## src/rtl/sec_code_pkg.sv

```systemverilog
package sec_code_pkg;

    localparam int unsigned ADDR_W_D    = 11;
    localparam int unsigned CODE_BASE_D = 80;
    localparam int unsigned CODE_LEN_D  = 16;
    localparam int unsigned ATT_BASE_D  = 96;
    localparam int unsigned ATT_LEN_D   = 16;
    localparam int unsigned ATT_TRIES_D = 4;

    // One-cycle events delivered by the access sequencer
    typedef struct packed {
        logic card_reset;
        logic cmp;
        logic prog;
        logic erase;
        logic pgm_rise;
        logic clk_abort;
    } seq_ev_t;

    function automatic logic in_window(input logic [31:0] a,
                                       input logic [31:0] base,
                                       input logic [31:0] len);
        return (a >= base) && (a < base + len);
    endfunction

endpackage

```

## src/rtl/sc_cmp_track.sv

```systemverilog
module sc_cmp_track
    import sec_code_pkg::*;
#(
    parameter int unsigned ADDR_W    = ADDR_W_D,
    parameter int unsigned CODE_BASE = CODE_BASE_D,
    parameter int unsigned CODE_LEN  = CODE_LEN_D
) (
    input  logic              clk,
    input  logic              rst,
    input  seq_ev_t           ev,
    input  logic              cmp_miss,
    input  logic [ADDR_W-1:0] addr,
    output logic              code_ok
);
    localparam int unsigned CW = $clog2(CODE_LEN + 1);
    localparam logic [CW-1:0] FULL = CW'(CODE_LEN);

    logic [CW-1:0] seen_q;
    logic          miss_q;
    logic          in_code;

    assign in_code = in_window(32'(addr), CODE_BASE, CODE_LEN);

    always_ff @(posedge clk) begin
        if (rst || ev.card_reset) begin
            seen_q <= '0;
            miss_q <= 1'b0;
        end else if (ev.cmp && in_code) begin
            if (seen_q != FULL) seen_q <= seen_q + 1'b1;
            miss_q <= miss_q | cmp_miss;
        end
    end

    assign code_ok = (seen_q == FULL) && !miss_q;


    code_ok_after_cmp_chk: assert property (@(posedge clk) disable iff (rst)
        $rose(code_ok) |-> $past(ev.cmp));

endmodule

```

## src/rtl/sc_lock_mon.sv

```systemverilog
module sc_lock_mon
    import sec_code_pkg::*;
#(
    parameter int unsigned ATT_TRIES = ATT_TRIES_D
) (
    input  logic                 clk,
    input  logic                 rst,
    input  logic [ATT_TRIES-1:0] tries_bits,
    output logic                 locked
);
    always_ff @(posedge clk) begin
        if (rst)                   locked <= 1'b0;
        else if (tries_bits == '0) locked <= 1'b1;
    end


    lock_sticky_chk: assert property (@(posedge clk) disable iff (rst)
        locked |=> locked);

endmodule

```

## src/rtl/sc_attempt_ctl.sv

```systemverilog
module sc_attempt_ctl
    import sec_code_pkg::*;
#(
    parameter int unsigned ADDR_W    = ADDR_W_D,
    parameter int unsigned ATT_BASE  = ATT_BASE_D,
    parameter int unsigned ATT_LEN   = ATT_LEN_D,
    parameter int unsigned ATT_TRIES = ATT_TRIES_D
) (
    input  logic              clk,
    input  logic              rst,
    input  seq_ev_t           ev,
    input  logic [ADDR_W-1:0] addr,
    input  logic              rd_bit,
    input  logic              code_ok,
    input  logic              locked,
    output logic              validated,
    output logic              prog_stb,
    output logic              erase_stb
);
    logic armed_q;
    logic in_try, in_att, grant;

    assign in_try = in_window(32'(addr), ATT_BASE, ATT_TRIES);
    assign in_att = in_window(32'(addr), ATT_BASE, ATT_LEN);
    assign grant  = ev.pgm_rise && armed_q && !ev.clk_abort
                    && !rd_bit && code_ok && !locked;

    always_ff @(posedge clk) begin
        if (rst) begin
            validated <= 1'b0;
            armed_q   <= 1'b0;
            prog_stb  <= 1'b0;
            erase_stb <= 1'b0;
        end else begin
            prog_stb  <= 1'b0;
            erase_stb <= 1'b0;
            if (ev.card_reset) begin
                validated <= 1'b0;
                armed_q   <= 1'b0;
            end else begin
                if (ev.prog && in_try && !locked) begin
                    prog_stb <= 1'b1;
                    armed_q  <= 1'b1;
                end
                if (ev.pgm_rise || ev.clk_abort) armed_q <= 1'b0;
                if (grant) validated <= 1'b1;
                if (ev.erase && in_att && validated) erase_stb <= 1'b1;
            end
        end
    end


    grant_cause_chk: assert property (@(posedge clk) disable iff (rst)
        $rose(validated) |-> $past(ev.pgm_rise && code_ok && !rd_bit));

    abort_blocks_chk: assert property (@(posedge clk) disable iff (rst)
        (ev.clk_abort && !validated) |=> !validated);

    locked_no_prog_chk: assert property (@(posedge clk) disable iff (rst)
        locked |=> !prog_stb);

    erase_needs_valid_chk: assert property (@(posedge clk) disable iff (rst)
        erase_stb |-> $past(validated));

    reset_clears_chk: assert property (@(posedge clk) disable iff (rst)
        ev.card_reset |=> !validated);

endmodule

```

## src/rtl/sec_code_guard.sv

```systemverilog
module sec_code_guard
    import sec_code_pkg::*;
#(
    parameter int unsigned ADDR_W    = ADDR_W_D,
    parameter int unsigned CODE_BASE = CODE_BASE_D,
    parameter int unsigned CODE_LEN  = CODE_LEN_D,
    parameter int unsigned ATT_BASE  = ATT_BASE_D,
    parameter int unsigned ATT_LEN   = ATT_LEN_D,
    parameter int unsigned ATT_TRIES = ATT_TRIES_D
) (
    input  logic                 clk,
    input  logic                 rst,
    input  logic                 ev_reset,
    input  logic                 ev_cmp,
    input  logic                 ev_prog,
    input  logic                 ev_erase,
    input  logic                 ev_pgm_rise,
    input  logic                 ev_clk_abort,
    input  logic                 cmp_miss,
    input  logic [ADDR_W-1:0]    addr,
    input  logic                 rd_bit,
    input  logic [ATT_TRIES-1:0] tries_bits,
    output logic                 validated,
    output logic                 locked,
    output logic                 prog_stb,
    output logic                 erase_stb
);
    seq_ev_t ev;
    logic    code_ok;

    assign ev = '{card_reset: ev_reset, cmp: ev_cmp, prog: ev_prog,
                  erase: ev_erase, pgm_rise: ev_pgm_rise,
                  clk_abort: ev_clk_abort};

    sc_cmp_track #(.ADDR_W(ADDR_W), .CODE_BASE(CODE_BASE), .CODE_LEN(CODE_LEN))
    u_cmp (
        .clk(clk), .rst(rst), .ev(ev), .cmp_miss(cmp_miss),
        .addr(addr), .code_ok(code_ok)
    );

    sc_lock_mon #(.ATT_TRIES(ATT_TRIES)) u_lock (
        .clk(clk), .rst(rst), .tries_bits(tries_bits), .locked(locked)
    );

    sc_attempt_ctl #(.ADDR_W(ADDR_W), .ATT_BASE(ATT_BASE),
                     .ATT_LEN(ATT_LEN), .ATT_TRIES(ATT_TRIES))
    u_ctl (
        .clk(clk), .rst(rst), .ev(ev), .addr(addr), .rd_bit(rd_bit),
        .code_ok(code_ok), .locked(locked), .validated(validated),
        .prog_stb(prog_stb), .erase_stb(erase_stb)
    );

endmodule

```

## config.mk

```make
export PLATFORM = sky130hd
export DESIGN_NAME = sec_code_guard
export DESIGN_NICKNAME = d
export VERILOG_FILES = /design/src/rtl/sec_code_pkg.sv /design/src/rtl/sc_cmp_track.sv /design/src/rtl/sc_lock_mon.sv /design/src/rtl/sc_attempt_ctl.sv /design/src/rtl/sec_code_guard.sv
export SDC_FILE = /design/constraint.sdc
export NUM_CORES = 1
export LEC_CHECK = 0
export BUFFER_PORTS_ARGS = -buffer_cell sky130_fd_sc_hd__buf_2
export CAP_MARGIN = 5
export CORE_MARGIN = 1
export CORE_UTILIZATION = 38
export DETAILED_ROUTE_END_ITERATION = 16
export PLACE_DENSITY = 0.72
export SLEW_MARGIN = 20
export SYNTH_ARGS = -nofsm -noshare
export SYNTH_HDL_FRONTEND = slang
export SYNTH_SLANG_ARGS = --single-unit
```

## constraint.sdc

```tcl
create_clock -name clk -period 1.6 [get_ports clk]
set_clock_uncertainty 0.2 [all_clocks]
set_input_delay 0.24 -clock clk [delete_from_list [all_inputs] [get_ports clk]]
set_output_delay 0.24 -clock clk [all_outputs]
set_load 0.1 [all_outputs]
```

==> run_results.csv <==
group,metric,value,unit
status,status,"complete, no violations",
power_and_ir_drop,peakVddDrop,0.340,mV
cells_and_area,layout-drive-gt1-share,52.3,%
detailed_routing,drt_wl_total,1650,µm
synth,yosys.area.top_type,"dfxtp_1",
synth,seq_area_frac_synth,40.2,%
timing,slew_headroom,67.4,%
synth,synth.top_cell.area_share,40.2,%
grt,grt_max_degree,7,
timing,hold_violations,0,
synth,synthTopCellsByArea,"dfxtp_1 (40%), nor4bb_1 (5.5%), o31ai_1 (5.5%), nor2_1 (4.8%), ha_1 (4.6%)",
grt,antenna_found_initial,0,
detailed_routing,drc_errors,0,
grt,grt.total_usage,21.0,%
clock_network,clockRootBuffer,"clkbuf_4",
detailed_routing,highest_layer,"met4",
synth,syn_area_per_cell,9.13,µm²
clock_network,clk_path_buf_depth,2,
floorplan,die_y,40.0,µm
cells_and_area,areaGrowthSynthToFinish,64.2,%
clock_network,worstSkewPairLatency,0.27,ns
placement,numPortBuffers,26,
timing,fmax,634,MHz
cells_and_area,final_area,900,µm²
synth,ys_ff_latch,11,
grt,overflow,0,
clock_network,cts.sinks,11,
timing,finalMaxSlewViolations,0,
placement,gp_congestion,0.730,
worst_setup_path,cp_slowest_cell,"or4b_4",
run,drv_cap,0,
synth,syn_inst,60,
worst_setup_path,cp.required,1.60,ns
placement,dpl_cell_area,796,µm²
timing,setup_viol_count_final,0,
synth,syn_nets,87,
worst_setup_path,critPathKind,"in2reg",
clock_network,cts_buffers,3,
clock_network,htree_levels,1,
detailed_routing,wl_met2,831,µm
placement,pre_cts_ws,-0.227,ns
timing,finalCritPeriodShare,98.7,%
worst_setup_path,cp_max_fo,6,
timing,tightest_slew,0.492,ns
worst_setup_path,worstPathArrival,1.58,ns
grt,grt_pass1_vias,490,
worst_hold_path,min_path_type,"in2reg",
synth,synth_cell_types,22,
floorplan,core,1320,µm²
placement,hpwl,1190,µm
worst_setup_path,crit_path_max_incr_delay,0.57,ns
floorplan,pin_count,29,
power_and_ir_drop,power_density,623,nW/µm²
detailed_routing,drt-met1-wl,701,µm
worst_setup_path,crit_path_end_kind,"flip-flop",
cells_and_area,final_util,68.3,%
cells_and_area,nets,135,
detailed_routing,avgRoutedWirePerCell,13.5,µm
timing,fin_ws,0.0216,ns
floorplan,die_w,40.0,µm
grt,grt_pass1_wl,2170,µm
worst_setup_path,worstPathCellList,"buf_2 > or4b_4 > or4_1 > a21oi_1",
worst_setup_path,cp-start-kind,"input port",
clock_network,cts_tree,"yes",
detailed_routing,vias,661,
detailed_routing,postRouteAntennaNets,0,
floorplan,start_util,41.6,%
detailed_routing,drtIter0Drc,23,
worst_setup_path,crit_buf_inv,1,
power_and_ir_drop,p_leak,0.391,nW
floorplan,die-area,1600,µm²
power_and_ir_drop,total_power,0.000560,W
timing,period_minus_slack,1.58,ns
cells_and_area,fillers,123,
clock_network,clk_pin_slew,0.08,ns
synth,netlist_area,548,µm²
detailed_routing,first_pass_iters,4,
detailed_routing,routed-wl-met3,86,µm
cells_and_area,n_antenna_cell,0,
worst_setup_path,cpLargestDelayFamily,"simple AND/OR/NAND/NOR gates",
detailed_routing,routed_via_density,5.42,
synth,yosys_warnings,0,
floorplan,rows,13,
## synthesized netlist by cell type
cell,n
nand2_1,4
dfxtp_1,11
or4bb_1,1
o311ai_0,2
or4b_4,1
and3b_2,1
mux2i_1,1
and4_1,1
or4_1,2
nor4bb_1,3
o31ai_1,4
a21oi_1,2
nor2_1,7
inv_1,2
ha_1,2
a31oi_1,3
nor4_1,3
clkbuf_1,1
nor4b_1,2
nand3_1,4
or3_1,2
or2_2,1
## state kept, by name, indices dropped and copies added, names as in the netlist
name	flops
u_lock.locked	1
u_ctl.armed_q	1
u_cmp.miss_q	1
u_cmp.seen_q	5
u_ctl.validated	1
u_ctl.erase_stb	1
u_ctl.prog_stb	1
## through the flow
stage	hold WS [ns]	instances	setup TNS, ns
2_1_floorplan	0.105	60	-0.0961
3_3_place_gp	0.223	113	-0.827
3_5_place_dp	0.225	113	-0.993
4_1_cts	0.00302	122	0
5_1_grt	0.0490	122	-0.00181
6_report	0.0152	122	0
## tightest hold or removal path, delay by kind of cell
family,cells,cell delay (ns)
AOI/OAI and AO/OA,1,0.06
buffers and inverters,1,0.07
and+or+nand+nor,1,0.08
## power by group
group | internal, W | switching, W | total [W]
sequential | 0.000275 | 0.00000132 | 0.000276
combinational | 0.0000495 | 0.0000371 | 0.0000865
clock | 0.0000964 | 0.000102 | 0.000198
total | 0.000420 | 0.000140 | 0.000560
## logic make-up (layout without fill, tap and decap cells)
logic type / Yosys count / count (layout) / share of synthesized area, %
adders and majority gates: 2 / 2 / 4.57
buffers and inverters: 3 / 50 / 2.05
DFF: 11 / 11 / 40.2
muxes: 1 / 1 / 1.83
and+or+nand+nor: 32 / 32 / 37.4
AOI/OAI and AO/OA: 11 / 11 / 13.9
## area by class of cell
type / instances / area (µm²) / share of cell area [%]
Clock buffer: 4 / 26.3 / 2.92
Inverter: 2 / 7.51 / 0.834
Multi-Input combinational cell: 46 / 348 / 38.7
Sequential cell: 11 / 224 / 24.9
Tap cell: 15 / 18.8 / 2.09
Timing Repair Buffer: 44 / 275 / 30.6
## per-layer routing
metal,track usage [%],vias to the layer above
met4,7.76,0
met5,0,-
met2,36.3,31
li1,-,331
met1,24.9,295
met3,5.00,4
## layout by cell type, fill, tap and decap left out, drive strengths merged, types with 3 or more instances in the layout
cell type / count
nand3: 4
nor4bb: 3
dfxtp: 11
nand2: 4
buf: 40
a31oi: 3
nor4: 3
dlygate4sd3: 4
o31ai: 4
clkbuf: 4
nor2: 7
## path summary, 6_finish.rpt
| kind | from | end | slack, ns | depth (start not counted) |
|---|---|---|---|---|
| setup / recovery | addr[9] | u_cmp.seen_q[0]$_SDFFE_PP0P_ | 0.02 | 4 |
| hold / removal | cmp_miss | u_cmp.miss_q$_SDFFE_PP0P_ | 0.02 | 3 |
| setup reg to reg | u_cmp.seen_q[0]$_SDFFE_PP0P_ | u_cmp.seen_q[0]$_SDFFE_PP0P_ | 0.05 | 5 |
| hold reg to reg | u_ctl.validated$_SDFFE_PP0P_ | u_ctl.erase_stb$_SDFF_PP0_ | 0.25 | 2 |
## timing repair
| action | in CTS | in global routing |
|---|---|---|
| gates cloned | 0 | 0 |
| hold endpoints to repair | 3 | 0 |
| gates resized for setup | 4 | 6 |
| buffers inserted | 1 | 0 |
| setup endpoints to repair | 5 | 3 |
| hold buffers | 4 | 0 |
| pin swaps | 2 | 3 |
No activity file was read; power rests on OpenSTA's default activity.
